===== src/rtl/vgate_pkg.sv =====
package vgate_pkg;
  typedef enum logic [1:0] {
    RT_NONE = 2'd0,
    RT_EXT  = 2'd1,
    RT_RSV  = 2'd2,
    RT_REG  = 2'd3
  } route_t;

  localparam logic [1:0] OFS_CTL  = 2'd0;
  localparam logic [1:0] OFS_HOLE = 2'd1;
  localparam logic [1:0] OFS_BE0  = 2'd2;
  localparam logic [1:0] OFS_BE1  = 2'd3;
endpackage


===== src/rtl/vgate_sync.sv =====
module vgate_sync #(
  parameter int STAGES = 2
) (
  input  logic clk,
  input  logic rst,
  input  logic async_in,
  output logic sync_out
);
  logic [STAGES-1:0] chain_q;

  generate
    for (genvar i = 0; i < STAGES; i++) begin : g_stage
      if (i == 0) begin : g_first
        always_ff @(posedge clk) begin
          if (rst) chain_q[0] <= 1'b0;
          else     chain_q[0] <= async_in;
        end
      end else begin : g_next
        always_ff @(posedge clk) begin
          if (rst) chain_q[i] <= 1'b0;
          else     chain_q[i] <= chain_q[i-1];
        end
      end
    end
  endgenerate

  assign sync_out = chain_q[STAGES-1];

  // Count edges since reset, so the delay check only looks at inputs
  // that were sampled after reset was released.
  logic [1:0] warm_q;
  always_ff @(posedge clk) begin
    if (rst) warm_q <= '0;
    else if (warm_q != 2'd3) warm_q <= warm_q + 2'd1;
  end

  AST_SYNC_DELAY: assert property (@(posedge clk) disable iff (rst)
    (warm_q == 2'd3 && STAGES == 2) |-> (sync_out == $past(async_in, 2)));
endmodule


===== src/rtl/vgate_route.sv =====
module vgate_route
  import vgate_pkg::*;
#(
  parameter int          ADDR_W   = 16,
  parameter logic [15:0] WIN_BASE = 16'hFF80
) (
  input  logic [ADDR_W-1:0] addr,
  input  logic [1:0]        mode,
  input  logic              volt_ok,
  output route_t            route,
  output logic [1:0]        offs
);
  localparam int HI_W = ADDR_W - 2;
  localparam logic [HI_W-1:0] BASE_HI = WIN_BASE[ADDR_W-1:2];

  logic   in_win;
  route_t base_route;

  assign in_win = (addr[ADDR_W-1:2] == BASE_HI);
  assign offs   = addr[1:0];

  always_comb begin
    unique case (mode)
      2'd1:    base_route = volt_ok ? RT_RSV : RT_EXT;
      2'd2:    base_route = volt_ok ? RT_REG : RT_EXT;
      2'd3:    base_route = volt_ok ? RT_REG : RT_RSV;
      default: base_route = RT_EXT;
    endcase

    if (!in_win)
      route = RT_NONE;
    else if (base_route == RT_REG && offs == OFS_HOLE)
      route = RT_RSV;
    else
      route = base_route;
  end
endmodule


===== src/rtl/vgate_regs.sv =====
module vgate_regs
  import vgate_pkg::*;
#(
  parameter int DATA_W = 8,
  parameter int NUM_BE = 2
) (
  input  logic              clk,
  input  logic              rst,
  input  logic              volt_ok,
  input  logic              wr_en,
  input  logic [1:0]        offs,
  input  logic [DATA_W-1:0] wdata,
  output logic [DATA_W-1:0] rdata
);
  localparam int CTL_W = DATA_W - 1;

  logic [CTL_W-1:0]  ctl_q;
  logic [DATA_W-1:0] be_q [NUM_BE];

  always_ff @(posedge clk) begin
    if (rst || !volt_ok)
      ctl_q <= '0;
    else if (wr_en && offs == OFS_CTL)
      ctl_q <= wdata[CTL_W-1:0];
  end

  generate
    for (genvar b = 0; b < NUM_BE; b++) begin : g_be
      always_ff @(posedge clk) begin
        if (rst)
          be_q[b] <= '0;
        else if (wr_en && offs == OFS_BE0 + 2'(b))
          be_q[b] <= wdata;
      end
    end
  endgenerate

  always_comb begin
    unique case (offs)
      OFS_CTL: rdata = {volt_ok, ctl_q};
      OFS_BE0: rdata = be_q[0];
      OFS_BE1: rdata = be_q[1];
      default: rdata = '1;
    endcase
  end

  AST_CTL_CLEAR: assert property (@(posedge clk) disable iff (rst)
    !volt_ok |=> (ctl_q == '0));
endmodule


===== src/rtl/vgate_window.sv =====
module vgate_window
  import vgate_pkg::*;
#(
  parameter int          ADDR_W      = 16,
  parameter int          DATA_W      = 8,
  parameter int          SYNC_STAGES = 2,
  parameter logic [15:0] WIN_BASE    = 16'hFF80
) (
  input  logic              clk,
  input  logic              rst,
  input  logic [ADDR_W-1:0] bus_addr,
  input  logic              bus_rd,
  input  logic              bus_wr,
  input  logic [DATA_W-1:0] bus_wdata,
  output logic [DATA_W-1:0] bus_rdata,
  input  logic [1:0]        mode_sel,
  input  logic              vpp_present,
  output logic              ext_req,
  input  logic [DATA_W-1:0] ext_rdata
);
  logic              volt_ok;
  route_t            route;
  logic [1:0]        offs;
  logic [DATA_W-1:0] reg_rdata;
  logic [DATA_W-1:0] mux_rdata;

  vgate_sync #(.STAGES(SYNC_STAGES)) u_sync (
    .clk(clk), .rst(rst), .async_in(vpp_present), .sync_out(volt_ok)
  );

  vgate_route #(.ADDR_W(ADDR_W), .WIN_BASE(WIN_BASE)) u_route (
    .addr(bus_addr), .mode(mode_sel), .volt_ok(volt_ok),
    .route(route), .offs(offs)
  );

  vgate_regs #(.DATA_W(DATA_W), .NUM_BE(2)) u_regs (
    .clk(clk), .rst(rst), .volt_ok(volt_ok),
    .wr_en(bus_wr && route == RT_REG), .offs(offs),
    .wdata(bus_wdata), .rdata(reg_rdata)
  );

  assign ext_req = (bus_rd || bus_wr) && (route == RT_EXT);

  always_comb begin
    unique case (route)
      RT_EXT:  mux_rdata = ext_rdata;
      RT_REG:  mux_rdata = reg_rdata;
      default: mux_rdata = '1;
    endcase
  end

  always_ff @(posedge clk) begin
    if (rst)
      bus_rdata <= '0;
    else if (bus_rd && route != RT_NONE)
      bus_rdata <= mux_rdata;
  end

  AST_M3_NO_EXT: assert property (@(posedge clk) disable iff (rst)
    !(mode_sel == 2'd3 && ext_req));

  AST_RSV_READ_FF: assert property (@(posedge clk) disable iff (rst)
    (bus_rd && route == RT_RSV) |=> (bus_rdata == '1));

  AST_EXT_RDATA: assert property (@(posedge clk) disable iff (rst)
    (bus_rd && ext_req) |=> (bus_rdata == $past(ext_rdata)));

  AST_QUIET_OUTSIDE: assert property (@(posedge clk) disable iff (rst)
    (route == RT_NONE) |-> !ext_req);
endmodule


===== config.mk =====
export PLATFORM = sky130hd
export DESIGN_NAME = vgate_window
export DESIGN_NICKNAME = d
export VERILOG_FILES = /design/src/rtl/vgate_pkg.sv /design/src/rtl/vgate_sync.sv /design/src/rtl/vgate_route.sv /design/src/rtl/vgate_regs.sv /design/src/rtl/vgate_window.sv
export SDC_FILE = /design/constraint.sdc
export NUM_CORES = 1
export LEC_CHECK = 0
export BUFFER_PORTS_ARGS = -buffer_cell sky130_fd_sc_hd__buf_2
export CELL_PAD_IN_SITES_DETAIL_PLACEMENT = 0
export CELL_PAD_IN_SITES_GLOBAL_PLACEMENT = 2
export CORE_ASPECT_RATIO = 0.7
export CORE_MARGIN = 2
export CORE_UTILIZATION = 37
export CTS_BUF_LIST = sky130_fd_sc_hd__clkbuf_8
export DETAILED_ROUTE_END_ITERATION = 8
export HOLD_SLACK_MARGIN = 0.12
export PLACE_DENSITY = 0.94
export SYNTH_ARGS = -nofsm -noshare
export SYNTH_HDL_FRONTEND = slang
export SYNTH_HIERARCHICAL = 1
export SYNTH_SLANG_ARGS = --single-unit
export TNS_END_PERCENT = 5

===== constraint.sdc =====
create_clock -name clk -period 4.9 [get_ports clk]
set_input_delay 0.245 -clock clk [delete_from_list [all_inputs] [get_ports clk]]
set_output_delay 0.245 -clock clk [all_outputs]
set_load 0.03 [all_outputs]

==> results of run 1 <==
## worst paths after layout
| path | from | end | slack (ns) | cells after the start |
|---|---|---|---|---|
| min | vpp_present | u_sync/chain_q[0] | 0.18 | 2 |
| max | u_sync/sync_out | u_regs/be_q[0][7] | 2.27 | 5 |
| min reg2reg | u_sync/chain_q[0] | u_sync/sync_out | 0.44 | 1 |
| max reg2reg | u_sync/sync_out | u_regs/be_q[0][7] | 2.27 | 5 |
## cell usage after synthesis, types with 2 or more instances
master	count
buf_2	3
a221oi_1	7
nand3b_1	15
nand2_1	2
and2_1	16
buf_6	3
nor2b_1	2
nor2_1	3
dfxtp_1	17
and4_1	2
inv_1	9
o21ai_0	2
edfxtp_1	16
mux2i_1	15
nor3b_1	2
o22a_1	8
buf_4	2
mux2_4	5
mux2_2	3
## stage by stage
| stage | setup slack, ns | utilization [%] | area [µm²] | instances | hold WS, ns |
|---|---|---|---|---|---|
| 6_report | 2.27 | 46.7 | 2060 | 249 | 0.178 |
| 5_1_grt | 2.03 | 46.7 | 2060 | 249 | 0.208 |
| 4_1_cts | 2.29 | 46.7 | 2060 | 249 | 0.176 |
| 3_5_place_dp | 2.35 | 44.9 | 1980 | 241 | 0.427 |
| 3_3_place_gp | 2.46 | 44.9 | 1980 | 241 | 0.419 |
| 2_1_floorplan | 2.82 | - | 1730 | 147 | 0.317 |
## cells by family after synthesis
logic type	count (synthesis)	share of synthesized area, %
flip-flops	33	47.5
AND/OR/NAND/NOR	49	20.2
AO/OA/AOI/OAI	23	11.3
buffers and inverters	19	6.08
multiplexers	23	15.0
## layout make-up
type                    count  area [µm²]  share of cell area, %
flip-flops and latches     33         821                   39.9
multi-input cells          95         803                   39.0
repair buffers             49         250                   12.2
clock buffers               5        68.8                   3.34
well taps                  55        68.8                   3.34
inverters                   9        33.8                   1.64
clock inverters             3        12.5                  0.608
## critical path: stages (launching register included)
cell and delay (ns):
dfxtp_1 0.74, o21ai_0 0.21, a211oi_2 0.33, and3_2 0.29
nand2_1 0.06, o21bai_1 0.62
## registers in the layout (all words and copies together) (netlist names)
name / count
u_regs/be_q: 16
bus_rdata: 8
u_regs/ctl_q: 7
u_sync/chain_q: 1
u_sync/sync_out: 1
## metal layers
| metal | vias up | part of all wire (%) | global-route usage (%) |
|---|---|---|---|
| met5 | - | 0 | 0 |
| met1 | 564 | 48 | 19.9 |
| met2 | 38 | 44 | 25.6 |
| li1 | 634 | - | - |
| met3 | 6 | 6.8 | 5.23 |
| met4 | 0 | 1.1 | 7.26 |
## power by group
part	internal (µW)	switching, µW
registers	292	2.79
logic	23.4	22.9
clock network	95.5	97.1
==> metrics.md, run 1 <==
| Metric | Value |
|---|---|
| WL/cell | 15.5 µm |
| Detailed Place HPWL | around 2700 µm |
| Fin Setup TNS | 0 ns |
| Final Hold Fails | 0 |
| Tcrit/Tclk final | ~54% |
| CTS Buf Count | 5 |
| Clk pin slew, worst setup/hold paths | around 0.060 ns |
| Crit end category | flop |
| PortBufs | 47 |
| Post-synth ARST share | 0% |
| Hold crit path type | in -> reg |
| Total gr overflow | 0 |
| Final min period | 2.63 ns |
| Number of global-route vias before repair | 1249 |
| Initial antenna violation count | 0 |
| CTS hold repair buffers | 0 |
| MaxCap Viol Count | 0 |
| Synth area leader | edfxtp_1 |
| CP arrival | between 2 and 3 ns |
| Synth top area cells | edfxtp_1 (28%), dfxtp_1 (20%), mux2i_1 (8.7%), nand3b_1 (6.5%), and2_1 (5.8%) |
| Diode count | 0 |
| Sequential-to-total area share from yosys stat | a little under half |
| VDD IR-drop max | 0.154 mV |
| Synthesis-to-layout area growth | 19.0% |
| CTS tree | yes |
| Vias per std cell | about 5.0 |
| Largest net degree at the start of global routing | 29 |
| Design Power | between 500 and 600 µW |
| Run status | finished, final reports clean |
| CP startpoint kind | flop |
| Root buf cell | clkbuf_8 |
| PwrDens | between 200 and 300 mW/mm² |
| Syn Area/Cell | 11.8 µm² |
| First-pass GRT wire length | between 6000 and 7000 µm |
| Die Width | ~86 µm |
| Cell Rows | 20 |
| Share of cells above drive strength 1 | 37.1% |
| Slew headroom | between 40% and 50% |
| Commonest non-fill, non-tap cell in the layout | buf_2 |
| Most frequent cells in the layout | buf_2 (47), dfxtp_1 (17), and2_1 (16), edfxtp_1 (16) |
| Post-synth EDFFs | 16 |
| Count of cell types in the netlist | 34 |
| Worst Path Required | around 4.8 ns |
| H-tree depth | 2 |
| RSZ-0062 raised after global routing | no |
| Synthesized Nets | between 150 and 200 |
| Post-route clock skew | just under 0.004 ns |
| Die ar. | between 0.005 and 0.006 mm² |
| Iteration-0 DRC Markers | 74 |
| Post-CTS Setup Repair Bufs | 0 |
| Fillers | 399 |
| Worst skew pair latency | between 0.2 and 0.3 ns |
| Crit path max fanout | 19 |
| CTS sink cnt | 33 |
| DR vias | between 1000 and 1500 |
| DR DRC count | 0 |
| YS warnings | 6 |
| Slew Limit Fails | 0 |
| Initial Utilization | between 30% and 40% |
| Crit Path Class | reg -> reg |
| Routed wire length | between 3000 and 4000 µm |
| Post-synthesis cell area | approximately 0.0017 mm² |
| Post-synth top area share | ~28% |
| Total iterations of the first detailed-routing run | 4 |
| # IOs | 48 |
| Max Fclk | 381 MHz |
| Max clock buf depth | 2 |
| Routability cong. | between 0.7 and 0.8 |
| Tightest Pin Transition | between 0.7 and 0.8 ns |
| Final #Nets | about 230 |
| Lkg Pwr | between 0.0008 and 0.0009 µW |
| Final setup violation count | 0 |
| Synthesized flop and latch total | 33 |
| All-Layer GR Usage | around 16% |
| Main flop type after synthesis | dfxtp_1 |
| Core area | 0.00440 mm² |
| Remaining antenna violation count | 0 |
| Post-CTS Resized | 0 |
| Die height | just over 60 µm |
| Cell count after synthesis | 147 |
Note: power is estimated with default switching activity, not from simulation.
==> run 2, diff against run 1 <==
--- a/config.mk
+++ b/config.mk
@@ -10,11 +10,11 @@
 export CELL_PAD_IN_SITES_GLOBAL_PLACEMENT = 2
 export CORE_ASPECT_RATIO = 0.7
 export CORE_MARGIN = 2
-export CORE_UTILIZATION = 37
+export CORE_UTILIZATION = 34
 export CTS_BUF_LIST = sky130_fd_sc_hd__clkbuf_8
 export DETAILED_ROUTE_END_ITERATION = 8
 export HOLD_SLACK_MARGIN = 0.12
-export PLACE_DENSITY = 0.94
+export PLACE_DENSITY = 0.88
 export SYNTH_ARGS = -nofsm -noshare
 export SYNTH_HDL_FRONTEND = slang
 export SYNTH_HIERARCHICAL = 1
==> constraint.sdc (replaced) <==
create_clock -name clk -period 2.72 [get_ports clk]
set_input_delay 0.136 -clock clk [delete_from_list [all_inputs] [get_ports clk]]
set_output_delay 0.136 -clock clk [all_outputs]
set_load 0.03 [all_outputs]
==> run 2 against run 1 <==
Die area is 8.3% higher. First-iteration DRC count is 41% lower. Clock power is 130% higher. Critical path depth is 3 higher. Power is 98% higher. Cell count is 6.8% higher. Hold slack worse by 0.034 ns. Largest power group unchanged. Largest cell class unchanged.
==> metrics.md, run 2 (synthesized netlist as in run 1, its figures left out) <==
| Metric | Value |
|---|---|
| PortBufs | 47 |
| Remaining antenna violation count | 0 |
| Cell Rows | 21 |
| Worst Min Path Start | bus_wdata[0] |
| CP arrival | around 2.1 ns |
| Detailed Place HPWL | about 3100 µm |
| CP cell instances | buf_4 > nand2_1 > nor2_1 > a211oi_2 > and3_2 > nor3b_1 > buf_4 > mux2i_1 |
| Buf/Inv on CP | 2 |
| Most frequent cells in the layout | buf_2 (47), dfxtp_1 (17), and2_1 (16), edfxtp_1 (16) |
| VDD IR-drop max | between 0.2 and 0.25 mV |
| Hold crit path type | in -> reg |
| Synthesis-to-layout area growth | 22.9% |
| FF-to-FF path depth | 8 |
| Crit path max fanout | 16 |
| Run status | finished, final reports clean |
| Post-CTS Resized | 0 |
| Final Hold Fails | 0 |
| Fin Setup TNS | 0 ns |
| Post-DP Area | 0.00201 mm² |
| Crit-path max cell delay | between 0.3 and 0.4 ns |
| Tcrit/Tclk final | between 70% and 80% |
| R2R Setup Slk | about 0.8 ns |
| Worst R2R Start | u_sync/sync_out |
| MaxCap Viol Count | 0 |
| Crit Path Class | reg -> reg |
| Clk pin slew, worst setup/hold paths | around 0.07 ns |
| Post-CTS Setup Repair Bufs | 0 |
| Slew Limit Fails | 0 |
| First-pass GRT wire length | around 6200 µm |
| Slew headroom | 56.3% |
| Post-route clock skew | around 0.0067 ns |
| Initial antenna violation count | 0 |
| All-Layer GR Usage | 14.5% |
| Fillers | between 400 and 500 |
| Register with the most flip-flops | u_regs/be_q |
| Max FFs per register | 16 |
| Total gr overflow | 0 |
| Routed wire length | 4040 µm |
| Final setup violation count | 0 |
| R2r endpoint | u_regs/ctl_q[2] |
| Final #Nets | 235 |
| Crit end category | flop |
| Max Fclk | between 500 and 600 MHz |
| Tightest Pin Transition | 0.651 ns |
| WL/cell | 15.2 µm |
| Slowest stage cell, crit path | dfxtp_1 |
| Share of cells above drive strength 1 | between 30% and 40% |
| Commonest non-fill, non-tap cell in the layout | buf_2 |
| Die height | between 60 and 70 µm |
| Initial Utilization | between 30% and 40% |
| Largest net degree at the start of global routing | 29 |
| Core area | approximately 0.0048 mm² |
| DR DRC count | 0 |
| Max clock buf depth | 2 |
| Hold Slack | ~0.14 ns |
| Top delay family on crit path | simple AND/OR/NAND/NOR gates |
| H-tree depth | 2 |
| CTS hold repair buffers | 1 |
| Largest regs | u_regs/be_q (16), bus_rdata (8), u_regs/ctl_q (7) |
| RSZ-0062 raised after global routing | no |
| Die ar. | 0.00568 mm² |
| Worst skew pair latency | ~0.28 ns |
| Root buf cell | clkbuf_8 |
| WHS Path Cells | 3 |
| CTS Buf Count | 5 |
| Worst Path Required | ~2.9 ns |
| Iteration-0 DRC Markers | 44 |
| Routability cong. | between 0.7 and 0.8 |
| Hold endpoint | u_regs/ctl_q[0] |
| Final min period | a little under 2 ns |
| Diode count | 0 |
| CTS tree | yes |
| Vias per std cell | 4.95 |
| # IOs | 48 |
| Post-route cell area | 0.00213 mm² |
| DR vias | between 1000 and 1500 |
| Design Power | about 1100 µW |
| CP dominant cell by count | buf_4 |
| CTS sink cnt | 33 |
| Die Width | approximately 90 µm |
| PwrDens | around 500 mW/mm² |
| Number of global-route vias before repair | 1330 |
| Total iterations of the first detailed-routing run | 4 |
| Finished Core Util | ~44% |
| Lkg Pwr | about 0.00084 µW |
| CP startpoint kind | flop |
-- run 2: cell count changes in the layout (fill, tap and decap cells not counted), sizes merged --
| cell | previous run | this run |
|---|---|---|
| inv | 9 | 10 |
| buf | 49 | 51 |
| bufinv | 0 | 1 |
| clkinv | 3 | 1 |
| dlygate4sd3 | 0 | 1 |
-- run 2: layout make-up --
| cell class | instances | area (µm²) | share of cell area (%) |
|---|---|---|---|
| Clock buffer | 5 | 68.8 | 3.24 |
| Inverter | 9 | 33.8 | 1.59 |
| Multi-Input combinational cell | 95 | 803 | 37.8 |
| Sequential cell | 33 | 821 | 38.6 |
| Timing Repair Buffer | 52 | 275 | 12.9 |
| Clock inverter | 3 | 37.5 | 1.77 |
| Tap cell | 69 | 86.3 | 4.06 |
-- run 2: worst max-delay path by stage --
stage	from	endpoint	slack [ns]	cells after the start
finish	u_sync/sync_out	u_regs/ctl_q[2]	0.80	8
global route	u_sync/sync_out	u_regs/ctl_q[6]	0.64	8
CTS	u_sync/sync_out	u_regs/ctl_q[2]	0.79	8
detailed placement	bus_addr[1]	u_regs/ctl_q[1]	0.74	8
global placement	bus_addr[1]	u_regs/be_q[0][5]	0.83	8
floorplan	u_sync/sync_out	u_regs/be_q[0][0]	0.74	6
-- run 2: routing by layer --
metal | global-route usage (%) | vias up | routed length (µm) | share of wire (%)
met5 | 0 | - | 0 | 0
met4 | 5.04 | 0 | 53 | 1.3
met3 | 3.41 | 5 | 247 | 6.1
met2 | 22.1 | 37 | 1790 | 44
met1 | 19.8 | 639 | 1940 | 48
li1 | - | 637 | - | -
-- run 2: stage by stage --
stage          instances  setup slack [ns]
6_report             266             0.799
5_1_grt              266             0.642
4_1_cts              266             0.793
3_5_place_dp         257             0.742
3_3_place_gp         257             0.827
2_1_floorplan        147             0.739
-- run 2: where the power goes --
| group | switching (µW) | total (µW) | internal, µW |
|---|---|---|---|
| Sequential | 2.75 | 529 | 527 |
| Clock | 175 | 442 | 267 |
| Combinational | 43.0 | 87.6 | 44.6 |
| Total | 221 | 1060 | 838 |
-- run 2: worst min-delay path, cell delays in order --
cell and delay, ns:
buf_2 0.11, nand3b_1 0.07, mux2i_1 0.06
==> run 3, diff against run 2 <==
==> constraint.sdc (replaced) <==
create_clock -name clk -period 1.86 [get_ports clk]
set_input_delay 0.093 -clock clk [delete_from_list [all_inputs] [get_ports clk]]
set_output_delay 0.093 -clock clk [all_outputs]
set_load 0.03 [all_outputs]
==> run 3 against run 2 <==
Critical path depth fell by 1. Critical path type unchanged. Sequential power grew 46%. Global-route usage up 0.42 points. Highest routed layer unchanged. Hold slack worse by 0.013 ns. Die area unchanged. Sequential cell count did not move. Clock-buffer cell count is the same.
==> metrics.md, run 3 (synthesized netlist as in run 1, its figures left out) <==
| Metric | Value |
|---|---|
| DR DRC count | 0 |
| Iteration-0 DRC Markers | 77 |
| VDD IR-drop max | between 0.4 and 0.5 mV |
| Final Hold Fails | 0 |
| Final min period | 1.69 ns |
| Post-CTS Setup Repair Bufs | 0 |
| Max FFs per register | 16 |
| Total iterations of the first detailed-routing run | 5 |
| Buf/Inv on CP | 1 |
| Synthesis-to-layout area growth | 30.8% |
| DR vias | ~1300 |
| Core area | 0.00483 mm² |
| Slowest stage cell, crit path | dfxtp_1 |
| First-pass GRT wire length | approximately 6400 µm |
| Post-DP Area | slightly above 0.002 mm² |
| WHS Path Cells | 3 |
| Commonest non-fill, non-tap cell in the layout | buf_2 |
| Final setup violation count | 0 |
| Largest regs | u_regs/be_q (16), bus_rdata (8), u_regs/ctl_q (7) |
| Diode count | 0 |
| Design Power | approximately 1600 µW |
| Pre-CTS setup slack | about 0.078 ns |
| WL/cell | between 10 and 15 µm |
| Lkg Pwr | around 0.0009 µW |
| Vias per std cell | ~4.8 |
| Run status | finished, final reports clean |
| Register with the most flip-flops | u_regs/be_q |
| Post-route clock skew | just over 0.006 ns |
| Crit Path Class | reg -> reg |
| Largest net degree at the start of global routing | 25 |
| Fillers | between 400 and 500 |
| Tightest Pin Transition | 0.419 ns |
| Final #Nets | approximately 250 |
| Die Width | between 80 and 90 µm |
| All-Layer GR Usage | 14.9% |
| Max Fclk | approximately 590 MHz |
| Slew headroom | 72.0% |
| Tcrit/Tclk final | 90.8% |
| Top delay family on crit path | compound AO/OA/AOI/OAI gates |
| Crit end category | flop |
| # IOs | 48 |
| Routability cong. | about 0.75 |
| Die ar. | ~0.0057 mm² |
| CP arrival | around 1.7 ns |
| FF-to-FF path depth | 7 |
| Initial antenna violation count | 0 |
| CTS sink cnt | 33 |
| Post-route setup slack | between 0.15 and 0.2 ns |
| Crit-path max cell delay | 0.35 ns |
| Routed wire length | roughly 4000 µm |
| RSZ-0062 raised after global routing | no |
| H-tree depth | 2 |
| CTS tree | yes |
| Share of cells above drive strength 1 | between 30% and 40% |
| MaxCap Viol Count | 0 |
| Remaining antenna violation count | 0 |
| Post-route cell area | ~0.0023 mm² |
| Crit path max fanout | 8 |
| Worst skew pair latency | between 0.2 and 0.3 ns |
| Number of global-route vias before repair | roughly 1300 |
| PwrDens | 697 mW/mm² |
| Hold crit path type | in -> reg |
| Fin Setup TNS | 0 ns |
| Slew Limit Fails | 0 |
| Root buf cell | clkbuf_8 |
| Clk pin slew, worst setup/hold paths | ~0.06 ns |
| Worst Path Required | approximately 1.9 ns |
| CTS Buf Count | 5 |
| CP cell instances | nand3b_1 > o21ai_0 > a211oi_2 > and3_4 > nand2_1 > o21bai_2 > buf_12 |
| Critical Path Stages | 7 |
| Initial Utilization | about 36% |
| PortBufs | 47 |
| Detailed Place HPWL | around 3000 µm |
| CP startpoint kind | flop |
| Die height | 63.7 µm |
| Most frequent cells in the layout | buf_2 (46), dfxtp_1 (17), and2_1 (16), edfxtp_1 (16) |
| Cell Rows | 21 |
| Max clock buf depth | 2 |
| Total gr overflow | 0 |
==> run 3: changes by cell type in the layout (fill, tap and decap cells not counted) <==
cell	before	now
o21bai_2	0	1
nor3b_2	0	2
o21ai_2	0	1
o21ai_1	1	0
and3_4	0	1
buf_2	47	46
dlygate4sd3_1	1	8
and3_2	1	0
nor3b_1	2	0
buf_12	0	1
buf_4	4	8
o21bai_1	1	0
==> run 3: worst register-to-register path: stages, from the launching register on <==
cell and delay [ns]:
dfxtp_1 0.35, nand3b_1 0.09, o21ai_0 0.11, a211oi_2 0.24, and3_4 0.25, nand2_1 0.07, o21bai_2 0.16, buf_12 0.15
==> run 3: final cells by class <==
type	instances	area [µm²]	share of cell area [%]
Timing Repair Buffer	63	390	17.3
Inverter	9	33.8	1.49
Tap cell	69	86.3	3.82
Clock inverter	3	37.5	1.66
Clock buffer	5	68.8	3.04
Multi-Input combinational cell	95	825	36.4
Sequential cell	33	821	36.3
==> run 3: repair_timing <==
action                     in CTS  in global routing
hold endpoints to repair       12                  0
resized for setup               0                  5
hold buffers                    8                  0
setup endpoints to repair       0                 23
==> run 3: final timing paths <==
path	from	end	slack (ns)
setup reg to reg	u_sync/sync_out	u_regs/be_q[0][5]	0.17
hold / removal	bus_wdata[6]	u_regs/ctl_q[6]	0.13
hold reg to reg	u_sync/chain_q[0]	u_sync/sync_out	0.45
setup / recovery	u_sync/sync_out	u_regs/be_q[0][5]	0.17
==> run 3: layer usage <==
metal	GRT usage, %	vias to the layer above	part of all wire [%]
met2	22.5	35	45
met3	4.72	7	5.2
met4	3.36	0	0.91
li1	-	665	-
met1	20.7	635	49
met5	0	-	0
==> run 3: where the power goes <==
group          leakage [µW]  total [µW]  switching, µW  internal (µW)
clock             0.0000570         654            264            390
sequential         0.000309         774           3.91            770
combinational      0.000535         149           66.7           82.2
==> run 3: metrics by stage <==
step           instances  hold slack (ns)  util (%)
6_report             277            0.131      46.8
5_1_grt              277            0.152      46.8
4_1_cts              277            0.132      46.4
3_5_place_dp         261            0.333      42.5
3_3_place_gp         261            0.361      42.5
2_1_floorplan        147            0.165         -
